<file path="config.mk">
export PLATFORM = sky130hd
export DESIGN_NAME = irq_status_ctrl
export DESIGN_NICKNAME = d
export VERILOG_FILES = /design/src/rtl/irq_status_ctrl.sv
export SDC_FILE = /design/constraint.sdc
export NUM_CORES = 1
export LEC_CHECK = 0
export BUFFER_PORTS_ARGS = -buffer_cell sky130_fd_sc_hd__buf_2
export CORE_AREA = 2 2 72 74
export CTS_BUF_LIST = sky130_fd_sc_hd__clkbuf_4 sky130_fd_sc_hd__clkbuf_8 sky130_fd_sc_hd__clkbuf_16
export CTS_CLUSTER_SIZE = 8
export DETAILED_ROUTE_END_ITERATION = 16
export DIE_AREA = 0 0 74 76
export PLACE_DENSITY = 0.78
export SETUP_SLACK_MARGIN = 0.2
export SYNTH_ARGS = -nofsm -noshare
export SYNTH_HDL_FRONTEND = slang
export SYNTH_SLANG_ARGS = --single-unit
</file>
<file path="constraint.sdc">
create_clock -name clk -period 2.49 [get_ports clk]
set_clock_uncertainty 0.15 [all_clocks]
set_input_delay 0.1245 -clock clk [delete_from_list [all_inputs] [get_ports clk]]
set_output_delay 0.1245 -clock clk [all_outputs]
set_load 0.02 [all_outputs]
</file>
<file path="src/rtl/irq_status_ctrl.sv">
module irq_status_ctrl #(
  parameter int DMA_N = 6,
  parameter int USR_N = 4,
  parameter int DW    = 32
) (
  input  logic             clk,
  input  logic             rst_n,
  input  logic             msi_mode,
  input  logic [DMA_N-1:0] dma_evt,
  input  logic [USR_N-1:0] usr_irq,
  input  logic             reg_wr,
  input  logic             reg_rd,
  input  logic [1:0]       reg_addr,
  input  logic [DW-1:0]    reg_wdata,
  output logic [DW-1:0]    reg_rdata,
  output logic             irq_line,
  output logic             msi_req,
  input  logic             msi_ack
);
  localparam logic [1:0] A_DST = 2'd0, A_DMSK = 2'd1, A_UST = 2'd2, A_UMSK = 2'd3;

  logic [DMA_N-1:0] dma_st, dma_msk, dma_snap, dma_clr;
  logic [USR_N-1:0] usr_st, usr_msk, usr_snap, usr_clr, usr_prev, usr_rise;
  logic             usr_armed, waiting, msi_done, fire;

  wire wr_dst  = reg_wr && reg_addr == A_DST;
  wire wr_dmsk = reg_wr && reg_addr == A_DMSK;
  wire wr_ust  = reg_wr && reg_addr == A_UST;
  wire wr_umsk = reg_wr && reg_addr == A_UMSK;

  wire [DMA_N-1:0] dma_pend = dma_st & dma_msk;
  wire [USR_N-1:0] usr_pend = usr_armed ? (usr_st & usr_msk) : '0;

  assign usr_rise = usr_irq & ~usr_prev;
  assign msi_done = waiting && msi_ack;
  assign fire     = msi_mode && !waiting && (|dma_pend || |usr_pend);

  always_comb begin
    dma_clr = '0;
    usr_clr = '0;
    if (msi_done) begin
      dma_clr = dma_snap;
      usr_clr = usr_snap;
    end else if (!msi_mode) begin
      if (wr_dst) dma_clr = reg_wdata[DMA_N-1:0];
      if (wr_ust) usr_clr = reg_wdata[USR_N-1:0];
    end
  end

  always_ff @(posedge clk) begin
    if (!rst_n) begin
      dma_st    <= '0;
      usr_st    <= '0;
      dma_msk   <= '0;
      usr_msk   <= '0;
      usr_prev  <= '0;
      dma_snap  <= '0;
      usr_snap  <= '0;
      usr_armed <= 1'b1;
      waiting   <= 1'b0;
      msi_req   <= 1'b0;
      reg_rdata <= '0;
    end else begin
      dma_st   <= (dma_st & ~dma_clr) | dma_evt;
      usr_st   <= (usr_st & ~usr_clr) | usr_rise;
      usr_prev <= usr_irq;
      if (wr_dmsk) dma_msk <= reg_wdata[DMA_N-1:0];
      if (wr_umsk) usr_msk <= reg_wdata[USR_N-1:0];

      if (!msi_mode)                   usr_armed <= 1'b1;
      else if (msi_done && |usr_snap)  usr_armed <= 1'b0;
      else if (wr_ust)                 usr_armed <= 1'b1;

      if (!msi_mode)     waiting <= 1'b0;
      else if (fire)     waiting <= 1'b1;
      else if (msi_ack)  waiting <= 1'b0;

      if (fire) begin
        dma_snap <= dma_pend;
        usr_snap <= usr_pend;
      end
      msi_req <= fire;

      if (reg_rd) begin
        case (reg_addr)
          A_DST:   reg_rdata <= {{(DW-DMA_N){1'b0}}, dma_st};
          A_DMSK:  reg_rdata <= {{(DW-DMA_N){1'b0}}, dma_msk};
          A_UST:   reg_rdata <= {{(DW-USR_N){1'b0}}, usr_st};
          default: reg_rdata <= {{(DW-USR_N){1'b0}}, usr_msk};
        endcase
      end
    end
  end

  assign irq_line = !msi_mode && (|(dma_st & dma_msk) || |(usr_st & usr_msk));

  assert_sticky_R3: assert property (@(posedge clk) disable iff (!rst_n)
    (!msi_mode && !wr_dst) |=> ((dma_st & $past(dma_st)) == $past(dma_st)));

  assert_line_hold_R4: assert property (@(posedge clk) disable iff (!rst_n)
    (irq_line && !reg_wr) |=> (msi_mode || irq_line));

  assert_user_edge_R5: assert property (@(posedge clk) disable iff (!rst_n)
    1'b1 |=> ((usr_st & ~$past(usr_st) & ~($past(usr_irq) & ~$past(usr_prev))) == '0));

  assert_single_pulse_R6: assert property (@(posedge clk) disable iff (!rst_n)
    msi_req |=> !msi_req);

  assert_ack_clears_R7: assert property (@(posedge clk) disable iff (!rst_n)
    (waiting && msi_ack && dma_evt == '0) |=> ((dma_st & $past(dma_snap)) == '0));

  assert_no_msg_line_R10: assert property (@(posedge clk) disable iff (!rst_n)
    (!msi_mode && !$past(msi_mode)) |-> !msi_req);
endmodule

</file>
==> results of run 1 <==
sequential cells by signal, indices dropped and copies added, names as in the netlist:
register,flops
dma_msk,6
dma_snap,6
dma_st,6
reg_rdata,6
usr_msk,4
usr_prev,4
usr_snap,4
usr_st,4
msi_req,1
usr_armed,1
waiting,1
per-stage QoR:
step                worst slack [ns]  total power (uW)  area (um2)  instances
finish                        0.6116              1437        2426        331
global route                  0.5270              1495        2426        331
CTS                           0.5973              1448        2426        331
detailed placement            0.6154             942.2        2192        310
global placement              0.6544             937.6        2192        310
floorplan                      1.071             921.0        2193        246
what timing repair did:
action,CTS,global route
endpoints found under the setup margin,0,0
hold endpoints to repair,19,0
hold buffers,13,0
how the worst max path moves through the flow:
stage,cells after the start,endpoint,slack [ns],start
floorplan,5,dma_st[0]$_SDFF_PN0_,1.07,waiting$_SDFFE_PN0P_
global route,4,dma_st[0]$_SDFF_PN0_,0.53,waiting$_SDFFE_PN0P_
finish,4,dma_st[0]$_SDFF_PN0_,0.61,waiting$_SDFFE_PN0P_
detailed placement,4,dma_st[0]$_SDFF_PN0_,0.62,waiting$_SDFFE_PN0P_
CTS,4,dma_st[0]$_SDFF_PN0_,0.60,waiting$_SDFFE_PN0P_
global placement,4,dma_st[0]$_SDFF_PN0_,0.65,waiting$_SDFFE_PN0P_
logic make-up after synthesis:
| kind of cell | after synthesis | share of synthesized area (%) |
|---|---|---|
| simple gates | 65 | 16.69 |
| buf+inv | 52 | 14.48 |
| flops | 43 | 41.00 |
| compound gates | 30 | 10.97 |
| mux | 30 | 16.69 |
| other cells | 1 | 0.1786 |
cell type report:
type / count / area [um2]
tap: 70 / 87.58
multi-input combinational: 151 / 1028
timing repair buffer: 45 / 292.8
fill: 470 / 2486
clock buffer: 8 / 103.9
inverter: 14 / 52.55
sequential: 43 / 860.8
routing by layer:
metal / track usage (%) / wire, um / up-vias
met3: 4.497 / 244 / 6
met2: 22.77 / 1932 / 54
met1: 19.47 / 1933 / 743
li1: - / - / 793
met4: 6.909 / 65 / 0
met5: 0 / 0 / -
worst min-delay path, delay by kind of cell:
family,cells,cell delay [ns]
mux,1,0.07
simple gates,1,0.09
buf+inv,1,0.12
power groups by stage:
| stage | clock, uW | combinational [uW] | sequential (uW) |
|---|---|---|---|
| finish | 497 | 201 | 740 |
| global route | 530 | 221 | 744 |
| CTS | 506 | 201 | 740 |
| detailed placement | 0 | 186 | 756 |
| global placement | 0 | 183 | 755 |
| floorplan | 0 | 167 | 754 |
placed cells by master (no fill, tap or decap), drive strengths merged:
master	netlist	final
nor2b	14	14
dlygate4sd3	0	13
nand3	9	9
conb	1	26
o21ai	5	5
dfxtp	43	43
nor4	2	2
mux2i	26	26
o21a	6	6
buf	33	32
mux4	4	4
nand3b	1	1
o22ai	2	2
o41ai	1	1
inv	14	14
a221oi	6	6
a211oi	1	1
a41oi	1	1
a221o	4	4
and2	3	3
nand4	5	5
o211ai	1	1
nand2b	2	2
nor3	1	1
a22oi	3	3
clkbuf	5	8
nand2	24	24
nor2	4	4
==> load_flow_metrics.sql, run 1 <==
INSERT INTO impl_metrics (metric_group, metric, value, unit) VALUES
('setup_path', 'timing_worst_setup_path_type', 'reg -> reg', ''),
('drt', 'drt_pass1_iterations', '4', ''),
('clock_tree', 'cts.reportedPaths.clkPinSlew', '0.08', 'ns'),
('clock_tree', 'number_of_h_tree_branching_levels', '2', ''),
('sta', 'final_min_period_over_clock_period', '75.44', '%'),
('die', 'die_area', '5624', 'um2'),
('sta', 'slew_headroom', '46.14', '%'),
('yosys', 'synthTopCellsByArea', 'sky130_fd_sc_hd__dfxtp_1 (41%), sky130_fd_sc_hd__mux2i_1 (12%), sky130_fd_sc_hd__buf_4 (9.7%)', ''),
('layout', 'drive_gt1_share', '18.01', '%'),
('layout', 'final_util', '49.39', '%'),
('setup_path', 'critical_path.cell_chain', 'and2_1, nor4_4, a221oi_1, o21a_1', ''),
('clock_tree', 'clock_insertion_delay_worst_skew', '0.30', 'ns'),
('grt', 'grt_first_pass_wirelength', '6534', 'um'),
('clock_tree', 'cts.root.buffer_cell', 'sky130_fd_sc_hd__clkbuf_8', ''),
('yosys', 'yosys_synthesis_warning_count', '0', ''),
('yosys', 'synth.most_common_cell', 'sky130_fd_sc_hd__dfxtp_1', ''),
('worst_hold_path', 'hold_class', 'in -> reg', ''),
('die', 'design.core.area', '4912', 'um2'),
('clock_tree', 'cts.sink_count', '43', ''),
('yosys', 'ys_seq_elements', '43', ''),
('placement', 'io_buffer_count', '31', ''),
('drt', 'total_routed_wirelength', '4176', 'um'),
('sta', 'final_hold_vio_count', '0', ''),
('yosys', 'syn_area_per_cell', '9.500', 'um2'),
('drt', 'drt_drc_violations_left', '0', ''),
('power', 'seq_power_share', '51.5', '%'),
('sta', 'unrepaired_setup_endpoints_after_global_routing', 'no', ''),
('power', 'power.internal', '1063', 'uW'),
('yosys', 'ys_top_cells_by_count', 'sky130_fd_sc_hd__dfxtp_1 (43), sky130_fd_sc_hd__buf_4 (27), sky130_fd_sc_hd__mux2i_1 (26)', ''),
('sta', 'period_needed', '1.878', 'ns'),
('drt', 'antenna_violating_nets_post_route', '0', ''),
('yosys', 'syn-instance-count', '221', ''),
('power', 'ir_drop', '0.2377', 'mV'),
('drt', 'post_drt_wl_per_cell', '12.62', 'um'),
('yosys', 'synth_edf_count', '0', ''),
('power', 'power_switching', '374.6', 'uW'),
('layout', 'fin_nets', '310', ''),
('power', 'powerDensity', '592.5', 'nW/um2'),
('power', 'clockPowerShare', '34.5', '%'),
('worst_hold_path', 'hold_path_sink', 'usr_msk[1]$_SDFFE_PN0P_', ''),
('setup_path', 'worstSetupEndpointType', 'flip-flop', ''),
('drt', 'dr_total_vias', '1596', ''),
('power', 'power.share.combinational', '14.0', '%'),
('sta', 'max_freq', '532.4', 'MHz'),
('setup_path', 'critical-path-max-stage-delay', '0.55', 'ns'),
('setup_path', 'timing.rr.start', 'waiting$_SDFFE_PN0P_', ''),
('yosys', 'syn_area', '2100', 'um2'),
('drt', 'first_iter_violations', '149', ''),
('sta', 'finalSetupTns', '0', 'ns'),
('outcome', 'status', 'complete, no violations', ''),
('die', 'die-width', '74', 'um'),
('sta', 'worst_slew_pin_slew', '0.8078', 'ns'),
('grt', 'grt_max_degree', '53', ''),
('sta', 'setup_violations', '0', ''),
('sta', 'timing.final.max_slew_violations', '0', ''),
('grt', 'grt_util_all_layers', '15.05', '%'),
('setup_path', 'path_buf_inv', '0', ''),
('job', 'maxCapViolations', '0', ''),
('setup_path', 'worst_path_dominant_cell_family', 'simple AND/OR/NAND/NOR gates', ''),
('sta', 'finalHoldWorstSlack', '0.002514', 'ns'),
('setup_path', 'startpoint_type', 'flip-flop', ''),
('clock_tree', 'max-clock-path-buffers', '2', ''),
('die', 'die_height', '76', 'um'),
('grt', 'vias_in_the_first_global_route', '1426', ''),
('worst_hold_path', 'holdCritStartpoint', 'reg_wdata[1]', ''),
('power', 'p_sw_share', '26.06', '%'),
('clock_tree', 'cts_resized', '0', ''),
('worst_hold_path', 'holdPathStages', '3', ''),
('layout', 'antenna_cells_inserted', '0', ''),
('die', 'fp-row-count', '26', ''),
('yosys', 'ys_dominant_reg_cell', 'sky130_fd_sc_hd__dfxtp_1', '');
Note: power is estimated with default switching activity, not from simulation.
==> run 2: changes to the inputs <==
==> constraint.sdc (replaced) <==
create_clock -name clk -period 1.85 [get_ports clk]
set_clock_uncertainty 0.15 [all_clocks]
set_input_delay 0.0925 -clock clk [delete_from_list [all_inputs] [get_ports clk]]
set_output_delay 0.0925 -clock clk [all_outputs]
set_load 0.02 [all_outputs]
==> load_flow_metrics.sql, run 2 (synthesis gave the netlist of run 1 again) <==
INSERT INTO impl_metrics (metric_group, metric, value, unit) VALUES
('die', 'design.core.area', '4912', 'um2'),
('layout', 'area_added_between_synthesis_and_finish', '21.45', '%'),
('setup_path', 'startpoint_type', 'flip-flop', ''),
('drt', 'total_routed_wirelength', '4494', 'um'),
('setup_path', 'timing.critical_path.fanout_max', '5', ''),
('sta', 'unrepaired_setup_endpoints_after_global_routing', 'yes', ''),
('layout', 'n_fill_cell', '458', ''),
('drt', 'antenna_violating_nets_post_route', '0', ''),
('sta', 'timing.final.max_slew_violations', '0', ''),
('drt', 'post_drt_wl_per_cell', '13.22', 'um'),
('grt', 'globalRoute.totalOverflow', '0', ''),
('clock_tree', 'cts.sink_count', '43', ''),
('drt', 'dr_total_vias', '1654', ''),
('layout', 'drive_gt1_share', '22.96', '%'),
('grt', 'grt_max_degree', '32', ''),
('drt', 'first_iter_violations', '151', ''),
('setup_path', 'critical_path_arrival', '1.72', 'ns'),
('sta', 'setup_violations', '0', ''),
('clock_tree', 'number_of_h_tree_branching_levels', '2', ''),
('drt', 'drt_drc_violations_left', '0', ''),
('clock_tree', 'cts.root.buffer_cell', 'sky130_fd_sc_hd__clkbuf_8', ''),
('setup_path', 'timing_worst_setup_path_type', 'reg -> reg', ''),
('die', 'initial_core_util', '42.74', '%'),
('outcome', 'status', 'complete, no violations', ''),
('clock_tree', 'clock_insertion_delay_worst_skew', '0.30', 'ns'),
('placement', 'place.detailed.hpwl', '3054', 'um'),
('sta', 'final_hold_vio_count', '0', ''),
('power', 'ir_drop', '0.2947', 'mV'),
('die', 'die-width', '74', 'um'),
('sta', 'period_needed', '1.637', 'ns'),
('layout', 'antenna_cells_inserted', '0', ''),
('sta', 'max_freq', '610.7', 'MHz'),
('sta', 'finalSetupTns', '0', 'ns'),
('layout', 'postLayoutCellArea', '2550', 'um2'),
('clock_tree', 'numCtsBuffers', '5', ''),
('power', 'powerDensity', '770.6', 'nW/um2'),
('grt', 'vias_in_the_first_global_route', '1451', ''),
('drt', 'drt_pass1_iterations', '4', ''),
('setup_path', 'worst_ep_required_time', '1.94', 'ns'),
('clock_tree', 'max-clock-path-buffers', '2', ''),
('die', 'die_area', '5624', 'um2'),
('layout', 'mostFrequentLayoutCells', 'sky130_fd_sc_hd__dfxtp_1 (38), sky130_fd_sc_hd__buf_2 (31), sky130_fd_sc_hd__mux2i_1 (26), sky130_fd_sc_hd__conb_1 (26), sky130_fd_sc_hd__nand2_1 (24)', ''),
('die', 'floorplan.io_pins', '84', ''),
('placement', 'detailed_place.area', '2220', 'um2'),
('die', 'die_height', '76', 'um'),
('grt', 'grt_antenna_before_repair', '0', ''),
('layout', 'area_of_the_multi_input_gates', '1050', 'um2'),
('grt', 'grt_first_pass_wirelength', '6893', 'um'),
('layout', 'finalNonFillerCells', '340', ''),
('job', 'maxCapViolations', '0', ''),
('die', 'fp-row-count', '26', ''),
('drt', 'routed_via_density', '4.865', ''),
('sta', 'final_min_period_over_clock_period', '88.51', '%'),
('grt', 'grt_util_all_layers', '16.28', '%'),
('power', 'power_leakage', '0.001193', 'uW'),
('layout', 'seqCellArea', '869.6', 'um2'),
('clock_tree', 'cts.reportedPaths.clkPinSlew', '0.08', 'ns'),
('layout', 'most_frequent_standard_cell_in_the_layout_excluding_fill_and_tap_cells', 'sky130_fd_sc_hd__dfxtp_1', ''),
('clock_tree', 'tritoncts', 'built', ''),
('layout', 'fin_nets', '319', ''),
('setup_path', 'worstSetupEndpointType', 'flip-flop', ''),
('placement', 'finalWeightedCongestion', '0.7782', ''),
('worst_hold_path', 'hold_class', 'in -> reg', ''),
('placement', 'post-place-cells', '312', ''),
('placement', 'io_buffer_count', '31', ''),
('layout', 'final_util', '51.91', '%');
-- run 2: critical path: stages (launching register included) --
cell and delay [ns]:
sky130_fd_sc_hd__dfxtp_2 0.35, sky130_fd_sc_hd__a22oi_2 0.21, sky130_fd_sc_hd__nand3_2 0.13, sky130_fd_sc_hd__o211ai_1 0.30, sky130_fd_sc_hd__buf_4 0.24, sky130_fd_sc_hd__mux2i_1 0.19
-- run 2: worst paths after layout --
path,to,slack (ns),start,cells after the start
max,dma_snap[0]$_SDFFE_PN0P_,0.21,dma_st[2]$_SDFF_PN0_,5
min,reg_rdata[2]$_SDFFE_PN0P_,0.04,reg_rd,3
max reg2reg,dma_snap[0]$_SDFFE_PN0P_,0.21,dma_st[2]$_SDFF_PN0_,5
min reg2reg,usr_st[2]$_SDFF_PN0_,0.26,usr_prev[2]$_SDFF_PN0_,1
-- run 2: timing repair --
| item | CTS | global route |
|---|---|---|
| setup buffers | 0 | 2 |
| endpoints found under the hold margin | 27 | 0 |
| gates cloned | 0 | 1 |
| gates resized for setup | 1 | 13 |
| hold buffers | 17 | 0 |
| pin swaps | 1 | 5 |
| setup endpoints to repair | 5 | 17 |
-- run 2: layout make-up --
type / count / area share, %
timing repair buffer: 54 / 15.16
sequential: 43 / 34.10
multi-input combinational: 151 / 41.17
tap: 70 / 3.435
clock buffer: 8 / 4.073
inverter: 14 / 2.061
-- run 2: per-layer routing --
layer	routed length [um]	vias up	GRT usage (%)	part of all wire, %
met5	0	-	0	0
met4	83	0	6.909	1.8
met3	295	7	5.291	6.6
met2	2165	57	26.16	48
met1	1950	779	19.62	43
li1	-	811	-	-
-- run 2: through the flow --
stage / hold WS [ns] / power [uW] / setup WS [ns]
after floorplan: 0.01433 / 1240 / 0.4313
after global placement: 0.1440 / 1267 / 0.2207
after detailed placement: 0.1463 / 1274 / 0.1986
after CTS: 0.03952 / 1957 / 0.2086
after global routing: 0.06103 / 2040 / 0.1510
final: 0.03777 / 1965 / 0.2126
-- run 2: where the power goes --
part | internal, uW | switching, uW
combinational | 128 | 166
clock | 355 | 315
sequential | 964 | 37.0
total | 1450 | 518
